$ cat src/rtl/adc_seq_pkg.sv
// Shared encodings for the conversion sequencer: gain codes, sequencer
// states, register addresses and control-register bit positions.
package adc_seq_pkg;

    typedef enum logic [1:0] {
        GAIN_BYPASS = 2'b00,
        GAIN_X1     = 2'b01,
        GAIN_X20    = 2'b10
    } gain_e;

    typedef enum logic {
        SEQ_IDLE = 1'b0,
        SEQ_RUN  = 1'b1
    } seq_state_e;

    // channel-select group field (upper two bits of the select code)
    localparam logic [1:0] GRP_SINGLE = 2'b00;
    localparam logic [1:0] GRP_DIFF1  = 2'b01;
    localparam logic [1:0] GRP_DIFF20 = 2'b10;

    // register addresses
    localparam int unsigned ADDR_CTRL = 0;
    localparam int unsigned ADDR_CHAN = 1;
    localparam int unsigned ADDR_DLO  = 2;
    localparam int unsigned ADDR_DHI  = 3;

    // control register bit positions
    localparam int unsigned BIT_EN    = 0;
    localparam int unsigned BIT_START = 1;
    localparam int unsigned BIT_FREE  = 2;
    localparam int unsigned BIT_LADJ  = 3;
    localparam int unsigned BIT_DONE  = 4;

endpackage

$ cat src/rtl/adc_chan_decode.sv
// Channel-select decoder.
// Turns the stored select code into a core route: positive input, negative
// input and gain. Single-ended groups bypass the gain stage and drive the
// negative input to 0. Differential groups use input DIFF_NEG as the negative
// side. Assumes the select code is stable while it is sampled.
module adc_chan_decode
    import adc_seq_pkg::*;
#(
    parameter int unsigned IN_W     = 3,
    parameter int unsigned DIFF_NEG = 1
) (
    input  logic [IN_W+1:0] sel,
    output logic [IN_W-1:0] pos,
    output logic [IN_W-1:0] neg,
    output logic [1:0]      gain
);

    localparam logic [IN_W-1:0] NEG_IDX = IN_W'(DIFF_NEG);

    logic [1:0] grp;

    // split the code into group and input index
    always_comb begin
        grp = sel[IN_W+1:IN_W];
        pos = sel[IN_W-1:0];
    end

    // pick negative side and gain from the group
    always_comb begin
        neg  = '0;
        gain = GAIN_BYPASS;
        if (grp == GRP_DIFF1) begin
            neg  = NEG_IDX;
            gain = GAIN_X1;
        end else if (grp == GRP_DIFF20) begin
            neg  = NEG_IDX;
            gain = GAIN_X20;
        end
    end

endmodule

$ cat src/rtl/adc_conv_fsm.sv
// Conversion sequencer.
// Issues a one-clock start pulse to the core and holds the route captured at
// that start for the whole conversion. It accepts the core's done strobe only
// while running and enabled. In free-running mode it relaunches on the clock
// after a result is taken. Assumes the core never answers in the same clock
// as the start pulse. en_nxt is the enable value that will be stored at the
// coming edge, so a disabling write aborts in the same edge.
module adc_conv_fsm
    import adc_seq_pkg::*;
#(
    parameter int unsigned IN_W = 3
) (
    input  logic            clk,
    input  logic            rst_n,
    input  logic            en_nxt,
    input  logic            free_run,
    input  logic            start_req,
    input  logic [IN_W-1:0] sel_pos,
    input  logic [IN_W-1:0] sel_neg,
    input  logic [1:0]      sel_gain,
    input  logic            core_done,
    output logic            busy,
    output logic            core_start,
    output logic [IN_W-1:0] act_pos,
    output logic [IN_W-1:0] act_neg,
    output logic [1:0]      act_gain,
    output logic            take
);

    seq_state_e st_q;
    logic       start_q;
    logic       launch;

    // decide result acceptance and new launches
    always_comb begin
        take   = (st_q == SEQ_RUN) && core_done && en_nxt;
        launch = ((st_q == SEQ_IDLE) && start_req) || (take && free_run);
    end

    // state register: idle/run transitions
    always_ff @(posedge clk) begin
        if (!rst_n) begin
            st_q <= SEQ_IDLE;
        end else if (st_q == SEQ_IDLE) begin
            if (start_req) st_q <= SEQ_RUN;
        end else begin
            if (!en_nxt || (core_done && !free_run)) st_q <= SEQ_IDLE;
        end
    end

    // start pulse register
    always_ff @(posedge clk) begin
        if (!rst_n) start_q <= 1'b0;
        else        start_q <= launch;
    end

    // route capture at each launch, held for the conversion
    always_ff @(posedge clk) begin
        if (!rst_n) begin
            act_pos  <= '0;
            act_neg  <= '0;
            act_gain <= GAIN_BYPASS;
        end else if (launch) begin
            act_pos  <= sel_pos;
            act_neg  <= sel_neg;
            act_gain <= sel_gain;
        end
    end

    assign busy       = (st_q == SEQ_RUN);
    assign core_start = start_q;

endmodule

$ cat src/rtl/adc_result_regs.sv
// Result store and data-register formatter.
// Keeps the last committed code, a one-entry pending slot for results that
// arrive while the data registers are locked, the read lock and the
// complete flag. It shows the code right- or left-adjusted across two
// REG_W-bit registers. Assumes rd_lo and rd_hi are never high together and
// that RES_W <= 2*REG_W.
module adc_result_regs #(
    parameter int unsigned RES_W = 10,
    parameter int unsigned REG_W = 8
) (
    input  logic             clk,
    input  logic             rst_n,
    input  logic             take,
    input  logic [RES_W-1:0] code,
    input  logic             ladj,
    input  logic             rd_lo,
    input  logic             rd_hi,
    input  logic             done_clr,
    output logic [REG_W-1:0] data_lo,
    output logic [REG_W-1:0] data_hi,
    output logic             done_flag,
    output logic             locked
);

    localparam int unsigned PAD = 2 * REG_W - RES_W;

    logic [RES_W-1:0]   res_q;
    logic [RES_W-1:0]   pend_q;
    logic               pend_v_q;
    logic               lock_q;
    logic               done_q;
    logic               defer;
    logic               commit_new;
    logic               commit_pend;
    logic [2*REG_W-1:0] word;

    // decide whether a result goes straight in, waits, or a held one lands
    always_comb begin
        defer       = (lock_q && !rd_hi) || rd_lo;
        commit_new  = take && !defer;
        commit_pend = !take && pend_v_q && rd_hi;
    end

    // read lock: set by low read, released by high read
    always_ff @(posedge clk) begin
        if (!rst_n)     lock_q <= 1'b0;
        else if (rd_hi) lock_q <= 1'b0;
        else if (rd_lo) lock_q <= 1'b1;
    end

    // committed result
    always_ff @(posedge clk) begin
        if (!rst_n)           res_q <= '0;
        else if (commit_new)  res_q <= code;
        else if (commit_pend) res_q <= pend_q;
    end

    // pending slot for results that arrive while locked
    always_ff @(posedge clk) begin
        if (!rst_n) begin
            pend_q   <= '0;
            pend_v_q <= 1'b0;
        end else if (take && defer) begin
            pend_q   <= code;
            pend_v_q <= 1'b1;
        end else if (commit_new || commit_pend) begin
            pend_v_q <= 1'b0;
        end
    end

    // complete flag: set on commit, cleared by write-one
    always_ff @(posedge clk) begin
        if (!rst_n)                         done_q <= 1'b0;
        else if (commit_new || commit_pend) done_q <= 1'b1;
        else if (done_clr)                  done_q <= 1'b0;
    end

    // formatting variant chosen by the width relation
    generate
        if (PAD == 0) begin : g_exact
            logic ladj_unused;
            assign ladj_unused = ladj;
            assign word        = res_q;
        end else begin : g_padded
            assign word = ladj ? {res_q, {PAD{1'b0}}} : {{PAD{1'b0}}, res_q};
        end
    endgenerate

    assign data_hi   = word[2*REG_W-1:REG_W];
    assign data_lo   = word[REG_W-1:0];
    assign done_flag = done_q;
    assign locked    = lock_q;

endmodule

$ cat src/rtl/adc_seq_ctrl.sv
// ADC conversion control sequencer, top level.
// Holds the control and channel-select registers, decodes register
// accesses, and connects the channel decoder, the sequencer and the result
// store. Reads are combinational on bus_addr; bus_rd only marks a read for
// its lock side effects. Assumes a single-cycle write/read strobe per access.
module adc_seq_ctrl
    import adc_seq_pkg::*;
#(
    parameter int unsigned RES_W    = 10,
    parameter int unsigned REG_W    = 8,
    parameter int unsigned IN_W     = 3,
    parameter int unsigned DIFF_NEG = 1,
    parameter int unsigned ADDR_W   = 2
) (
    input  logic              clk,
    input  logic              rst_n,
    input  logic [ADDR_W-1:0] bus_addr,
    input  logic              bus_wr,
    input  logic [REG_W-1:0]  bus_wdata,
    input  logic              bus_rd,
    output logic [REG_W-1:0]  bus_rdata,
    output logic              core_start,
    output logic [IN_W-1:0]   core_pos,
    output logic [IN_W-1:0]   core_neg,
    output logic [1:0]        core_gain,
    input  logic              core_done,
    input  logic [RES_W-1:0]  core_code
);

    localparam int unsigned CH_W = IN_W + 2;

    logic            en_q, free_q, ladj_q;
    logic [CH_W-1:0] chsel_q;
    logic            hit_ctrl, hit_chan, hit_lo, hit_hi;
    logic            wr_ctrl, wr_chan, rd_lo, rd_hi;
    logic            en_nxt, start_req, done_clr;
    logic [IN_W-1:0] dec_pos, dec_neg;
    logic [1:0]      dec_gain;
    logic            busy, take;
    logic [REG_W-1:0] data_lo, data_hi;
    logic            done_flag, res_lock;
    logic            wdata_unused;

    // address decode and access strobes
    always_comb begin
        hit_ctrl  = (bus_addr == ADDR_W'(ADDR_CTRL));
        hit_chan  = (bus_addr == ADDR_W'(ADDR_CHAN));
        hit_lo    = (bus_addr == ADDR_W'(ADDR_DLO));
        hit_hi    = (bus_addr == ADDR_W'(ADDR_DHI));
        wr_ctrl   = bus_wr && hit_ctrl;
        wr_chan   = bus_wr && hit_chan;
        rd_lo     = bus_rd && hit_lo;
        rd_hi     = bus_rd && hit_hi;
        en_nxt    = wr_ctrl ? bus_wdata[BIT_EN] : en_q;
        start_req = wr_ctrl && bus_wdata[BIT_START] && bus_wdata[BIT_EN];
        done_clr  = wr_ctrl && bus_wdata[BIT_DONE];
    end

    // control fields: enable, mode, adjust select
    always_ff @(posedge clk) begin
        if (!rst_n) begin
            en_q   <= 1'b0;
            free_q <= 1'b0;
            ladj_q <= 1'b0;
        end else if (wr_ctrl) begin
            en_q   <= bus_wdata[BIT_EN];
            free_q <= bus_wdata[BIT_FREE];
            ladj_q <= bus_wdata[BIT_LADJ];
        end
    end

    // channel-select register (pending selection)
    always_ff @(posedge clk) begin
        if (!rst_n)       chsel_q <= '0;
        else if (wr_chan) chsel_q <= bus_wdata[CH_W-1:0];
    end

    assign wdata_unused = ^bus_wdata[REG_W-1:CH_W];

    adc_chan_decode #(
        .IN_W     (IN_W),
        .DIFF_NEG (DIFF_NEG)
    ) u_decode (
        .sel  (chsel_q),
        .pos  (dec_pos),
        .neg  (dec_neg),
        .gain (dec_gain)
    );

    adc_conv_fsm #(
        .IN_W (IN_W)
    ) u_fsm (
        .clk        (clk),
        .rst_n      (rst_n),
        .en_nxt     (en_nxt),
        .free_run   (free_q),
        .start_req  (start_req),
        .sel_pos    (dec_pos),
        .sel_neg    (dec_neg),
        .sel_gain   (dec_gain),
        .core_done  (core_done),
        .busy       (busy),
        .core_start (core_start),
        .act_pos    (core_pos),
        .act_neg    (core_neg),
        .act_gain   (core_gain),
        .take       (take)
    );

    adc_result_regs #(
        .RES_W (RES_W),
        .REG_W (REG_W)
    ) u_result (
        .clk       (clk),
        .rst_n     (rst_n),
        .take      (take),
        .code      (core_code),
        .ladj      (ladj_q),
        .rd_lo     (rd_lo),
        .rd_hi     (rd_hi),
        .done_clr  (done_clr),
        .data_lo   (data_lo),
        .data_hi   (data_hi),
        .done_flag (done_flag),
        .locked    (res_lock)
    );

    // read-data multiplexer
    always_comb begin
        bus_rdata = '0;
        if (hit_ctrl) begin
            bus_rdata[BIT_EN]    = en_q;
            bus_rdata[BIT_START] = busy;
            bus_rdata[BIT_FREE]  = free_q;
            bus_rdata[BIT_LADJ]  = ladj_q;
            bus_rdata[BIT_DONE]  = done_flag;
        end else if (hit_chan) begin
            bus_rdata[CH_W-1:0]  = chsel_q;
        end else if (hit_lo) begin
            bus_rdata = data_lo;
        end else if (hit_hi) begin
            bus_rdata = data_hi;
        end
    end

endmodule

$ cat config.mk
export PLATFORM = sky130hd
export DESIGN_NAME = adc_seq_ctrl
export DESIGN_NICKNAME = d
export VERILOG_FILES = /design/src/rtl/adc_seq_pkg.sv /design/src/rtl/adc_chan_decode.sv /design/src/rtl/adc_conv_fsm.sv /design/src/rtl/adc_result_regs.sv /design/src/rtl/adc_seq_ctrl.sv
export SDC_FILE = /design/constraint.sdc
export NUM_CORES = 1
export LEC_CHECK = 0
export CORE_MARGIN = 3
export CORE_UTILIZATION = 29
export DETAILED_ROUTE_END_ITERATION = 10
export PLACE_DENSITY = 0.51
export SLEW_MARGIN = 20
export SYNTH_ARGS = -nofsm -noshare
export SYNTH_HDL_FRONTEND = slang
export SYNTH_HIERARCHICAL = 1
export SYNTH_SLANG_ARGS = --single-unit
$ cat constraint.sdc
create_clock -name clk -period 2.6 [get_ports clk]
set_clock_uncertainty 0.2 [all_clocks]
set_input_delay 0.78 -clock clk [delete_from_list [all_inputs] [get_ports clk]]
set_output_delay 0.78 -clock clk [all_outputs]
set_load 0.01 [all_outputs]
==> impl_metrics.py <==
metrics = {
    "run_status": {
        "outcome": "complete, no violations",
    },
    "pwr": {
        "p_seq_share_pct": 54.4,
        "swShare_pct": 24.30,
        "p_leak_nw": 1.139,
        "comb_power_share_pct": 10.8,
        "power.internal_w": 0.0008889,
        "irDropWorstVdd_mv": 0.2478,
        "p_sw_w": 0.0002853,
        "clock_power_share_pct": 34.8,
        "p_per_area_nw_per_um2": 401.0,
    },
    "timing": {
        "hold_slack_ns": 0.2611,
        "hold_viol_final": 0,
        "timing.final.ws_setup_ns": 0.02059,
        "post-route-min-period_ns": 2.579,
        "rsz0062_at_grt": "yes",
        "fin_crit_sh_pct": 99.21,
        "fmax_mhz": 387.7,
        "slew_violations": 0,
        "setup_viol": 0,
    },
    "hold_path": {
        "min_path_type": "flip-flop to flip-flop",
        "min_from": "u_fsm/act_gain[1]",
    },
    "clock_tree": {
        "cts-root-buf": "clkbuf_8",
        "numClockSinks": 41,
        "clk_pin_slew_ns": 0.08,
        "cts.htree.levels": 2,
        "cts_buffer_depth": 2,
        "cts_tree": "done",
        "clock_latency_ns": 0.29,
        "numCtsBuffers": 5,
        "cts_hold_buf": 0,
    },
    "floorplanning": {
        "die_area_um2": 8712,
        "rows": 31,
        "fp.dieH_um": 93.34,
        "core-area_um2": 7331,
        "initial_core_util_pct": 30.18,
        "io_pins": 42,
        "die-width_um": 93.34,
    },
    "place": {
        "gp_congestion": 0.7544,
        "dp_hpwl_um": 3781,
        "place_ws_ns": -0.8035,
        "portBuffers": 38,
        "dp.cells": 380,
    },
    "cells_and_area": {
        "syn_to_final_growth_pct": 32.35,
        "antenna_cells": 0,
        "mostFrequentLayoutCell": "nand2_1",
        "final_cells": 386,
        "layout.nets": 313,
        "final_cell_mix": "70 x nand2_1, 40 x dfxtp_1, 29 x mux2i_1",
        "drive_gt1_share_pct": 24.04,
    },
    "grt": {
        "antenna_found_initial": 0,
        "grt_pass1_vias": 1671,
        "grt_pass1_wl_um": 8328,
        "grt-ovfl-total": 0,
        "grt_max_degree": 27,
        "gr-usage-all-layers_pct": 12.00,
    },
    "drt": {
        "num_vias": 1723,
        "dr.pass1.iters": 4,
        "wl_um": 4836,
        "viasPerCell": 4.464,
        "ant_nets": 0,
        "drt-initial-drc-count": 61,
        "wl_per_cell_um": 12.53,
        "drc": 0,
    },
    "setup_path": {
        "critical_path_arrival_ns": 1.60,
        "path_max_fanout": 4,
        "required_ns": 1.62,
        "start_kind": "flip-flop",
        "endpoint_kind": "output pin",
        "crit_start": "ladj_q",
        "worstReg2RegStart": "en_q",
        "crit_type": "flip-flop to output pin",
    },
    "synthesis": {
        "synth_ff_type": "dfxtp_1",
        "async_flop_share_pct": 0,
        "syn_avg_cell_area_um2": 9.256,
        "yosysWarningCount": 6,
        "seq_area_frac_synth_pct": 37.10,
        "synthCells": 239,
        "syn_area_um2": 2212,
        "synth_cell_type_count": 32,
        "synth-edff-count": 0,
        "ys_ff_latch": 41,
    },
    "job": {
        "drv_cap": 0,
    },
}
-- worst paths after layout --
path,to,slack (ns),cells past startpoint
setup / recovery,bus_rdata[1],0.02,3
hold / removal,u_fsm/act_gain[1],0.26,2
setup reg to reg,u_result/res_q[0],0.81,7
hold reg to reg,u_fsm/act_gain[1],0.26,2
-- state kept, by name, summed over array words and instances, names as in the netlist, 2 cells and up --
signal and cells:
u_result/pend_q 10, u_result/res_q 10, chsel_q 5, u_fsm/act_neg 3, u_fsm/act_pos 3, u_fsm/act_gain 2
-- kinds of logic (layout without fill, tap and decap cells) --
logic type	Yosys count	count (layout)	synth area share, %
buffers and inverters	26	73	7.352
other	1	2	0.1695
multiplexers	39	39	20.76
flip-flops	41	41	37.10
AND/OR/NAND/NOR	115	115	25.00
adder cells (fa/ha/maj)	2	2	1.131
AO/OA/AOI/OAI	15	15	8.484
-- critical path, cell delays in order (launching register included) --
cell and delay [ns]:
dfxtp_4 0.38, mux2_4 0.30, mux4_2 0.49, buf_6 0.14
-- synthesized netlist by cell type, drive strengths merged (2+ instances only) --
master,instances,share of area (%)
nor3,11,2.5
and3b,2,0.85
nand2b,3,0.85
nand2,70,12
a31oi,2,0.57
mux4,5,5.1
nor2b,13,3.7
nor3b,2,1.2
and3,3,1.1
nor2,2,0.34
mux2,5,2.5
buf,18,6.0
o21a,2,0.68
a311oi,10,6.5
inv,4,0.68
and2,7,2.0
clkbuf,4,0.68
dfxtp,41,37
ha,2,1.1
mux2i,29,13
-- metrics by stage --
step	TNS (ns)	total power [W]	util (%)	area (um^2)
2_1_floorplan	0	0.0007184	-	2216
3_3_place_gp	-25.02	0.0007825	38.61	2830
3_5_place_dp	-25.34	0.0007829	38.61	2830
4_1_cts	-0.06595	0.001196	40.19	2947
5_1_grt	-0.07119	0.001236	39.94	2928
6_report	0	0.001174	39.94	2928
-- power groups by stage --
stage / Clock [W] / Combinational, W / Sequential, W
final: 0.000408 / 0.000127 / 0.000639
after floorplan: 0 / 0.0000662 / 0.000652
after detailed placement: 0 / 0.000129 / 0.000654
after global routing: 0.000455 / 0.000141 / 0.000640
after CTS: 0.000425 / 0.000132 / 0.000639
after global placement: 0 / 0.000129 / 0.000654
-- final cells by class --
| cell class | instances | area, um^2 |
|---|---|---|
| repair buffers | 61 | 626.9 |
| flip-flops and latches | 41 | 824.5 |
| well taps | 99 | 123.9 |
| clock buffers | 5 | 68.82 |
| inverters | 4 | 15.01 |
| clock inverters | 3 | 17.52 |
| multi-input cells | 173 | 1251 |
| fillers | 746 | 4403 |
-- layer usage --
metal  global-route usage [%]  routed length (um)
met3                    2.655                 254
met1                    16.72                2350
met5                        0                   0
met2                    18.82                2191
met4                    2.930                  40
-- repair_timing --
item	CTS	global route
cloned	0	0
gates resized for setup	55	3
pin swaps	1	0
setup buffers	0	0
setup endpoints to repair	39	13
Note: power is estimated with default switching activity, not from simulation.
